File: config.mk
export PLATFORM = sky130hd
export DESIGN_NAME = pgdram_seq
export DESIGN_NICKNAME = d
export VERILOG_FILES = /design/src/rtl/pgdram_pkg.sv /design/src/rtl/pgdram_pin_mux.sv /design/src/rtl/pgdram_strobe_map.sv /design/src/rtl/pgdram_age.sv /design/src/rtl/pgdram_seq.sv
export SDC_FILE = /design/constraint.sdc
export NUM_CORES = 1
export LEC_CHECK = 0
export BUFFER_PORTS_ARGS = -buffer_cell sky130_fd_sc_hd__buf_2
export CAP_MARGIN = 20
export CORE_MARGIN = 8
export CORE_UTILIZATION = 30
export CTS_BUF_LIST = sky130_fd_sc_hd__clkbuf_8
export DETAILED_ROUTE_END_ITERATION = 6
export GPL_TIMING_DRIVEN = 0
export PLACE_DENSITY_LB_ADDON = 0.05
export SYNTH_ARGS = -nofsm -noshare
export SYNTH_HDL_FRONTEND = slang
export SYNTH_HIERARCHICAL = 1
export SYNTH_SLANG_ARGS = --single-unit
File: constraint.sdc
create_clock -name clk -period 5.2 [get_ports clk]
set_input_delay 0.26 -clock clk [delete_from_list [all_inputs] [get_ports clk]]
set_output_delay 0.26 -clock clk [all_outputs]
set_load 0.03 [all_outputs]
File: src/rtl/pgdram_pkg.sv
package pgdram_pkg;

   typedef enum logic [2:0] {
      ST_IDLE,
      ST_PRE,
      ST_ROW,
      ST_RCD,
      ST_COL,
      ST_CASLO,
      ST_CASHI
   } seq_state_t;

   function automatic int max3(input int a, input int b, input int c);
      int m;
      m = (a > b) ? a : b;
      return (m > c) ? m : c;
   endfunction

endpackage

File: src/rtl/pgdram_pin_mux.sv
module pgdram_pin_mux #(
   parameter int ROW_W = 11,
   parameter int COL_W = 11,
   parameter int PIN_W = 11
) (
   input  logic             sel_col,
   input  logic [ROW_W-1:0] row,
   input  logic [COL_W-1:0] col,
   output logic [PIN_W-1:0] addr
);
   logic [PIN_W-1:0] row_x;
   logic [PIN_W-1:0] col_x;

   generate
      if (ROW_W < PIN_W) begin : g_row_pad
         assign row_x = {{(PIN_W-ROW_W){1'b0}}, row};
      end else begin : g_row_full
         assign row_x = row;
      end
      if (COL_W < PIN_W) begin : g_col_pad
         assign col_x = {{(PIN_W-COL_W){1'b0}}, col};
      end else begin : g_col_full
         assign col_x = col;
      end
   endgenerate

   assign addr = sel_col ? col_x : row_x;
endmodule

File: src/rtl/pgdram_strobe_map.sv
module pgdram_strobe_map #(
   parameter int LANES  = 4,
   parameter int HALVES = 2,
   parameter int SIDES  = 2,
   parameter int SIDE_W = 1
) (
   input  logic                     page_open,
   input  logic [SIDE_W-1:0]        open_side,
   input  logic [HALVES-1:0]        open_halves,
   input  logic                     cas_act,
   input  logic [LANES-1:0]         cas_mask,
   output logic [HALVES*SIDES-1:0]  ras_n,
   output logic [LANES-1:0]         cas_n
);
   localparam int LPH = LANES / HALVES;

   generate
      for (genvar h = 0; h < HALVES; h++) begin : g_half
         for (genvar s = 0; s < SIDES; s++) begin : g_side
            if (SIDES == 1) begin : g_one
               assign ras_n[h*SIDES+s] = !(page_open && open_halves[h]);
            end else begin : g_many
               assign ras_n[h*SIDES+s] =
                  !(page_open && open_halves[h] && (open_side == SIDE_W'(s)));
            end
         end
      end
      for (genvar l = 0; l < LANES; l++) begin : g_lane
         assign cas_n[l] = !(cas_act && cas_mask[l]);
      end
      if (LANES % LPH != 0) begin : g_bad_split
         $error("lane count must split evenly into halves");
      end
   endgenerate
endmodule

File: src/rtl/pgdram_age.sv
module pgdram_age #(
   parameter int AGE_W = 13
) (
   input  logic             clk,
   input  logic             rst_n,
   input  logic             clear,
   input  logic             run,
   output logic [AGE_W-1:0] age
);
   always_ff @(posedge clk) begin
      if (!rst_n) begin
         age <= '0;
      end else if (clear) begin
         age <= '0;
      end else if (run && (age != {AGE_W{1'b1}})) begin
         age <= age + 1'b1;
      end
   end
endmodule

File: src/rtl/pgdram_seq.sv
module pgdram_seq
   import pgdram_pkg::*;
#(
   parameter int ROW_W      = 11,
   parameter int COL_W      = 11,
   parameter int LANES      = 4,
   parameter int LANE_W     = 9,
   parameter int HALVES     = 2,
   parameter int SIDES      = 2,
   parameter int T_RP       = 2,
   parameter int T_RCD      = 1,
   parameter int T_CAS      = 1,
   parameter int T_CP       = 1,
   parameter int T_CAC      = 1,
   parameter int T_AA       = 2,
   parameter int T_RAC      = 3,
   parameter int RAS_MAX_CY = 5000,
   localparam int DATA_W    = LANES * LANE_W,
   localparam int PIN_W     = (ROW_W > COL_W) ? ROW_W : COL_W,
   localparam int RAS_W     = HALVES * SIDES,
   localparam int SIDE_W    = (SIDES > 1) ? $clog2(SIDES) : 1
) (
   input  logic              clk,
   input  logic              rst_n,
   input  logic              req_valid,
   output logic              req_ready,
   input  logic              req_write,
   input  logic [SIDE_W-1:0] req_side,
   input  logic [ROW_W-1:0]  req_row,
   input  logic [COL_W-1:0]  req_col,
   input  logic [LANES-1:0]  req_lanes,
   input  logic              req_keep,
   input  logic [DATA_W-1:0] req_wdata,
   output logic [DATA_W-1:0] rd_data,
   output logic              rd_valid,
   output logic [PIN_W-1:0]  dram_addr,
   output logic [RAS_W-1:0]  dram_ras_n,
   output logic [LANES-1:0]  dram_cas_n,
   output logic              dram_we_n,
   output logic [DATA_W-1:0] dram_dq_out,
   output logic              dram_dq_oe,
   input  logic [DATA_W-1:0] dram_dq_in
);
   localparam int LPH       = LANES / HALVES;
   localparam int LO_CY     = max3(T_CAS, T_CAC, T_AA - 1);
   localparam int ACC_CY    = LO_CY + T_CP + 2;
   localparam int RAS_CLOSE = RAS_MAX_CY - ACC_CY;
   localparam int CNT_MAX   = max3(max3(T_RP, T_RCD, T_CP), LO_CY, T_RAC);
   localparam int CNT_W     = $clog2(CNT_MAX + 1) + 1;
   localparam int AGE_W     = $clog2(RAS_MAX_CY + 1);

   generate
      if (T_RP < 1 || T_RCD < 1 || T_CAS < 1 || T_CP < 1) begin : g_bad_time
         $error("precharge, RAS-to-CAS and CAS phases need at least one cycle");
      end
      if (RAS_MAX_CY <= ACC_CY + T_RCD + T_RAC) begin : g_bad_ras
         $error("RAS low limit too short for one access");
      end
      if (LANES % HALVES != 0) begin : g_bad_lanes
         $error("lanes must divide into halves");
      end
   endgenerate

   seq_state_t           state;
   logic [CNT_W-1:0]     cnt;
   logic                 op_write;
   logic [SIDE_W-1:0]    op_side;
   logic [ROW_W-1:0]     op_row;
   logic [COL_W-1:0]     op_col;
   logic [LANES-1:0]     op_lanes;
   logic                 op_keep;
   logic [DATA_W-1:0]    op_wdata;
   logic                 pend;
   logic                 page_open;
   logic [SIDE_W-1:0]    open_side;
   logic [ROW_W-1:0]     open_row;
   logic [HALVES-1:0]    open_halves;
   logic [HALVES-1:0]    req_need;
   logic [HALVES-1:0]    op_need;
   logic [AGE_W-1:0]     age;
   logic                 close_due;
   logic                 hit;
   logic                 lo_done;
   logic                 in_col;

   generate
      for (genvar h = 0; h < HALVES; h++) begin : g_need
         assign req_need[h] = req_write ? |req_lanes[h*LPH +: LPH] : 1'b1;
         assign op_need[h]  = op_write  ? |op_lanes[h*LPH +: LPH]  : 1'b1;
      end
   endgenerate

   assign close_due = page_open && (int'(age) >= RAS_CLOSE);
   assign hit = page_open
              && ((SIDES == 1) || (open_side == req_side))
              && (open_row == req_row)
              && ((req_need & ~open_halves) == '0);
   assign lo_done = (int'(cnt) + 1 >= T_CAS)
                 && (op_write
                     || ((int'(cnt) + 1 >= T_CAC)
                         && (int'(cnt) + 2 >= T_AA)
                         && (int'(age) + 1 >= T_RAC)));
   assign req_ready = (state == ST_IDLE) && !close_due;
   assign in_col = (state == ST_COL) || (state == ST_CASLO) || (state == ST_CASHI);

   always_ff @(posedge clk) begin
      if (!rst_n) begin
         state       <= ST_IDLE;
         cnt         <= '0;
         op_write    <= 1'b0;
         op_side     <= '0;
         op_row      <= '0;
         op_col      <= '0;
         op_lanes    <= '0;
         op_keep     <= 1'b0;
         op_wdata    <= '0;
         pend        <= 1'b0;
         page_open   <= 1'b0;
         open_side   <= '0;
         open_row    <= '0;
         open_halves <= '0;
         rd_data     <= '0;
         rd_valid    <= 1'b0;
      end else begin
         rd_valid <= 1'b0;
         unique case (state)
            ST_IDLE: begin
               cnt <= '0;
               if (close_due) begin
                  state     <= ST_PRE;
                  page_open <= 1'b0;
               end else if (req_valid) begin
                  op_write <= req_write;
                  op_side  <= req_side;
                  op_row   <= req_row;
                  op_col   <= req_col;
                  op_lanes <= req_lanes;
                  op_keep  <= req_keep;
                  op_wdata <= req_wdata;
                  pend     <= 1'b1;
                  if (!page_open) begin
                     state <= ST_ROW;
                  end else if (hit) begin
                     state <= ST_COL;
                  end else begin
                     state     <= ST_PRE;
                     page_open <= 1'b0;
                  end
               end
            end
            ST_PRE: begin
               if (int'(cnt) == T_RP - 1) begin
                  cnt   <= '0;
                  state <= pend ? ST_ROW : ST_IDLE;
               end else begin
                  cnt <= cnt + 1'b1;
               end
            end
            ST_ROW: begin
               state       <= ST_RCD;
               page_open   <= 1'b1;
               open_side   <= op_side;
               open_row    <= op_row;
               open_halves <= op_need;
               cnt         <= '0;
            end
            ST_RCD: begin
               if (int'(cnt) == T_RCD - 1) begin
                  cnt   <= '0;
                  state <= ST_COL;
               end else begin
                  cnt <= cnt + 1'b1;
               end
            end
            ST_COL: begin
               cnt   <= '0;
               state <= ST_CASLO;
            end
            ST_CASLO: begin
               if (lo_done) begin
                  cnt   <= '0;
                  state <= ST_CASHI;
                  if (!op_write) begin
                     rd_data  <= dram_dq_in;
                     rd_valid <= 1'b1;
                  end
               end else begin
                  cnt <= cnt + 1'b1;
               end
            end
            ST_CASHI: begin
               if (int'(cnt) == T_CP - 1) begin
                  cnt  <= '0;
                  pend <= 1'b0;
                  if (op_keep) begin
                     state <= ST_IDLE;
                  end else begin
                     state     <= ST_PRE;
                     page_open <= 1'b0;
                  end
               end else begin
                  cnt <= cnt + 1'b1;
               end
            end
            default: state <= ST_IDLE;
         endcase
      end
   end

   pgdram_age #(.AGE_W(AGE_W)) u_age (
      .clk   (clk),
      .rst_n (rst_n),
      .clear (state == ST_ROW),
      .run   (page_open),
      .age   (age)
   );

   pgdram_pin_mux #(.ROW_W(ROW_W), .COL_W(COL_W), .PIN_W(PIN_W)) u_mux (
      .sel_col (in_col),
      .row     (op_row),
      .col     (op_col),
      .addr    (dram_addr)
   );

   pgdram_strobe_map #(
      .LANES(LANES), .HALVES(HALVES), .SIDES(SIDES), .SIDE_W(SIDE_W)
   ) u_map (
      .page_open   (page_open),
      .open_side   (open_side),
      .open_halves (open_halves),
      .cas_act     (state == ST_CASLO),
      .cas_mask    (op_write ? op_lanes : {LANES{1'b1}}),
      .ras_n       (dram_ras_n),
      .cas_n       (dram_cas_n)
   );

   assign dram_we_n   = !(op_write && in_col);
   assign dram_dq_oe  = op_write && ((state == ST_COL) || (state == ST_CASLO));
   assign dram_dq_out = op_wdata;
endmodule

======== Yosys cells after proc, flatten, opt, wreduce, memory -nomap -nowiden ========
Cells that the tools add are included.
storage, ports and cells
  input bits .............................. 104
  memories ................................ 0
  memory bits (read-only) ................. 0
  flip-flop bits (word level) ............. 137
  output and inout port bits .............. 95
  latch bits .............................. 0
  memory bits (writable) .................. 0
cells by class
  eq/ne operators ......................... 18
  shift-type cells ........................ 0
  add/sub/neg operators ................... 5
  bitwise logic cells ..................... 6
  reduce and logical (&&, ||, !) cells .... 53
  div/mod/pow operators ................... 0
  multiply operators ...................... 0
  magnitude comparators ................... 4
  multiplexer cells ....................... 33
operators with widths
  operator                                               number
  two-way mux 3 bit                                      11
  logical AND 1 bit                                      21
  case mux 3 bit (7 select lines)                        1
  two-way mux 1 bit                                      15
  adder 13 x 1 -> 14 bit (second input constant)         1
  >= comparator 14 x 2 -> 1 bit (second input constant)  1
  adder 13 x 1 -> 13 bit (second input constant)         1
  >= comparator 13 bit (second input constant)           1
  != test 13 bit (second input constant)                 1
  != test 2 bit (second input constant)                  6
  case mux 3 bit (4 select lines)                        1
  OR reduction 2 bit                                     6
  equality test 11 bit                                   1
  two-way mux 11 bit                                     1
  zero test 1 bit                                        10
  equality test 3 x 2 -> 1 bit (second input constant)   3
  equality test 3 bit (second input constant)            3
  AND reduction 3 bit                                    3
  AND reduction 4 bit                                    2
  zero test 3 bit                                        2
  AND reduction 5 bit                                    1
  adder 3 x 1 -> 4 bit (second input constant)           1
  adder 3 x 2 -> 4 bit (second input constant)           1
  >= comparator 4 x 1 -> 1 bit (second input constant)   1
  19 further kinds                                       24

======== Logic depth before layout (Yosys ltp) ========
  depth after elaboration ................. 10
  gate-level depth with buffers ........... 9

======== Hierarchy ========
Netlist, hierarchy kept.
modules (own cells, without submodules)
  module             area each (sq um)  instances  cells each
  pgdram_seq         5310.1             1          659
  pgdram_age         674.4              1          76
  pgdram_pin_mux     172.7              1          12
  pgdram_strobe_map  40.0               1          8

======== Least setup slack after synthesis ========
Ideal clock, no wire load.
  kind .................................... reg2reg
  start point ............................. reg u_age.age[5]
  end point ............................... reg op_wdata[0] (netlist: dram_dq_out[0])
  arrival time ............................ 2.158 ns
  stages on the path, launching flop included .. 9
  path slack .............................. 2.910 ns
  buffers on the path ..................... 2
  required time ........................... 5.068 ns
  library setup time ...................... 0.132 ns
  period minus slack after synthesis ...... 2.290 ns
  cells stage by stage .................... dfxtp_1 or4_1 o2111ai_1 and3_1 nand2_1 clkbuf_1 clkbuf_1 nand2_1 a21oi_1
on the way
  word-level cells in the longest chain between the ends .. 4
RTL lines
  element                               line               RTL
  start, declared                       pgdram_age.sv:8    output logic [AGE_W-1:0] age
  start signal, assigned                pgdram_age.sv:16   age <= age + 1'b1;
  >= comparator 13 bit                  pgdram_seq.sv:93   assign close_due = page_open && (int'(age) >= RAS_CLOSE);
  logical AND 1 bit                     pgdram_seq.sv:93
  NOT 1 bit (no source line)            --
  AND reduction 3 bit (no source line)  --
  end signal, assigned                  pgdram_seq.sv:139  op_wdata <= req_wdata;
  end, declared                         pgdram_seq.sv:72   logic [DATA_W-1:0] op_wdata;
Every way passes these cells.
A chain may end at the register's enable or synchronous reset.

======== Final worst setup path ========
  start point ............................. reg u_age.age[8]
  end point ............................... reg op_lanes[3]
on the way
  word-level cells in the longest chain between the ends .. 4
RTL lines
  element                               line               RTL
  >= comparator 13 bit                  pgdram_seq.sv:93
  logical AND 1 bit                     pgdram_seq.sv:93
  NOT 1 bit (no source line)            --
  AND reduction 3 bit (no source line)  --
  end signal, assigned                  pgdram_seq.sv:137  op_lanes <= req_lanes;
  end, declared                         pgdram_seq.sv:70   logic [LANES-1:0] op_lanes;
Every way passes these cells.

==> run metrics <==
Cells after Synth=roughly 760; f_max=between 300 and 400 MHz; Final Hold Fails=0; via count=5862; clk_skew=roughly 0.014 ns; WP data required=between 5 and 6 ns; largest family of logic cells by synthesized area=simple AND/OR/NAND/NOR gates; Leak=0.00334 uW; Clock Path Buffers=2; drt drc=0; Area Overhead vs Synth=28.4%; H-tree Lvls=4; Synth top area share=between 40% and 50%; die width=about 160 um; setup TNS=0 ns; final wirelength=20000 um; antenna violations before repair=1; Post-synth ARST share=0%; MaxCap Viol Count=0; CTS tree=built; Synth Area in Compound Gates=approximately 14%; CTS Root Cell=clkbuf_8; RSZ-0062 raised after global routing=false; fraction of layout cells with a size suffix above 1=between 20% and 30%; Nets=around 1100; Slew HR=~56%; number of synthesized flops with an enable pin=0; WP buf/inv=2; kind of critical path=register to register; most common library cells after synthesis=nand2_1 (251), dfxtp_1 (137), a21oi_1 (94); Cells after DPL=1223; WP data arrival=between 3 and 4 ns; crit path launch type=register; Starting Density=30.6%; Max rail drop VDD=around 250 uV; clk slew on worst S/H paths=approximately 0.090 ns; status=complete, no violations; Hold WS=0.0481 ns; top post-synthesis cells by area=dfxtp_1 (44%), nand2_1 (15%), a21oi_1 (7.6%); die area=between 0.02 and 0.03 mm^2; post-cts resize count=0; Synth Area in Simple Gates=between 20% and 30%; vias in the first global route=around 6000; Slowest cell on crit path=dfxtp_1; max incr delay on CP=about 0.57 ns; top-count cell post-synth=nand2_1; Main synth FF type=dfxtp_1; Post-CTS Setup Repair Bufs=0; RD Place Congestion=roughly 0.76; fin crit share=51.6%; fillers=2172; core footprint=between 0.02 and 0.025 mm^2; Worst-Margin Slew=0.653 ns; unique cell type count in the Yosys netlist=between 60 and 70; delay-heaviest family, CP=buffers and inverters; #FFs+latches synth=137; net count of the mapped netlist=about 860; syn_area_per_cell=8.21 um^2; largest net degree at the start of global routing=17; Die Ht=roughly 160 um; hold buffers post-CTS=0; hpwl dp=15000 um; Rows=52; Num CTS Buffers=17; area leader, netlist=dfxtp_1; Final Max Slew Viols=0; multiplexer share of the synthesized area=under 10%; port bufs=about 200; First DRT Iteration DRCs=just over 300; Crit Path Max Fanout=11; GRT overflow=0; synthesized area=just over 0.006 mm^2; Post-Synth XOR/XNOR Area=between 1.5 and 2%; Synth Area in Adders=less than 1%; drt via density=between 4 and 5; synth warn=6; worst hold path type=primary input to register; # IOs=about 200; Wirelength per Cell=between 15 and 20 um; drt first pass iters=5; clock sinks=around 140; critical path cell sequence=a311o_1 -> o2111ai_1 -> and3_1 -> nand2_1 -> clkbuf_1 -> clkbuf_1 -> nand2_1 -> a21oi_1; Tmin final=2.68 ns; Power per Cell Area=412 mW/mm^2; GRT Util Overall=15.4%; post-synthesis sequential area ratio=around 44%; post-route non-filler standard cell count=about 1300; CP Capture Type=register; # setup viols final=0; first-pass GRT wire length=approximately 32000 um; clk_lat worst skew=0.44 ns; Routed Antenna Nets=0
power by group:
part,leakage (uW),switching (uW),internal (uW)
combinational,0.00201,704,328
clock,0.000218,447,525
sequential,0.00111,92.4,1180
flip-flops by register name (all words and copies together), names as in the netlist:
signal       flops
op_write         1
op_side          1
op_keep          1
page_open        1
pend             1
op_lanes         4
rd_data         36
open_halves      2
op_row          11
cnt              3
dram_dq_out     36
u_age/age       13
open_side        1
state            3
rd_valid         1
open_row        11
op_col          11
layout by cell type (no fill, tap or decap), types with 5 or more instances in the layout:
cell type  Yosys  layout
xor2_1         8       8
o21ai_0       10      10
nor2b_1        6       6
dfxtp_1      137     137
mux2_4        10      10
inv_1         12      13
nand2b_1       6       6
clkbuf_1      33      33
nand4_1        8       8
and2_1         5       5
nor2_1        11      11
mux2i_1       38      38
or3_1          6       6
xnor2_1        6       6
nor3_1         7       7
clkbuf_8       0      17
a21oi_1       94      94
o31ai_1        6       6
nand2_1      251     251
nand3_1       11      11
buf_2          6     204
worst register-to-register path, stage by stage, from the launching register on:
cell and delay (ns):
dfxtp_1 0.57, a311o_1 0.28, o2111ai_1 0.18, and3_1 0.30, nand2_1 0.11, clkbuf_1 0.42, clkbuf_1 0.49, nand2_1 0.10
a21oi_1 0.16
path summary, 6_finish.rpt:
path / from / endpoint / slack (ns) / cells past startpoint
max: u_age/age[8] / op_lanes[3] / 2.52 / 8
min: req_col[5] / op_col[5] / 0.05 / 3
max reg2reg: u_age/age[8] / op_lanes[3] / 2.52 / 8
min reg2reg: dram_dq_out[26] / dram_dq_out[26] / 0.45 / 2
cell type report:
type / count / area, um^2 / area share, %
multi-input cells: 556 / 3130 / 39.3
flip-flops and latches: 137 / 2740 / 34.5
repair buffers: 198 / 991 / 12.4
well taps: 270 / 338 / 4.24
plain buffers: 49 / 278 / 3.49
clock buffers: 17 / 234 / 2.94
clock inverters: 14 / 198 / 2.48
inverters: 13 / 48.8 / 0.613
diodes: 1 / 2.50 / 0.0314
cell families after synthesis:
kind of cell / Yosys count
compound gates: 146
xor+xnor: 14
fa+ha+maj: 4
buf+inv: 62
flops: 137
mux: 49
simple gates: 343
metrics by stage:
stage               cell area, um^2  setup slack [ns]  util [%]  power, uW
floorplan                      6200              2.91         -       2000
global placement               7530              2.52      37.2       2350
detailed placement             7530              2.50      37.2       2350
CTS                            7960              2.47      39.3       3340
global route                   7960              2.22      39.3       3500
finish                         7960              2.52      39.3       3280
layer usage:
layer	GRT usage (%)	up-vias	part of all wire (%)
li1	-	3010	-
met4	3.34	0	0.75
met3	6.22	10	7.7
met1	18.7	2697	45
met5	0	-	0
met2	25.2	145	46
No activity file was read; power rests on OpenSTA's default activity.
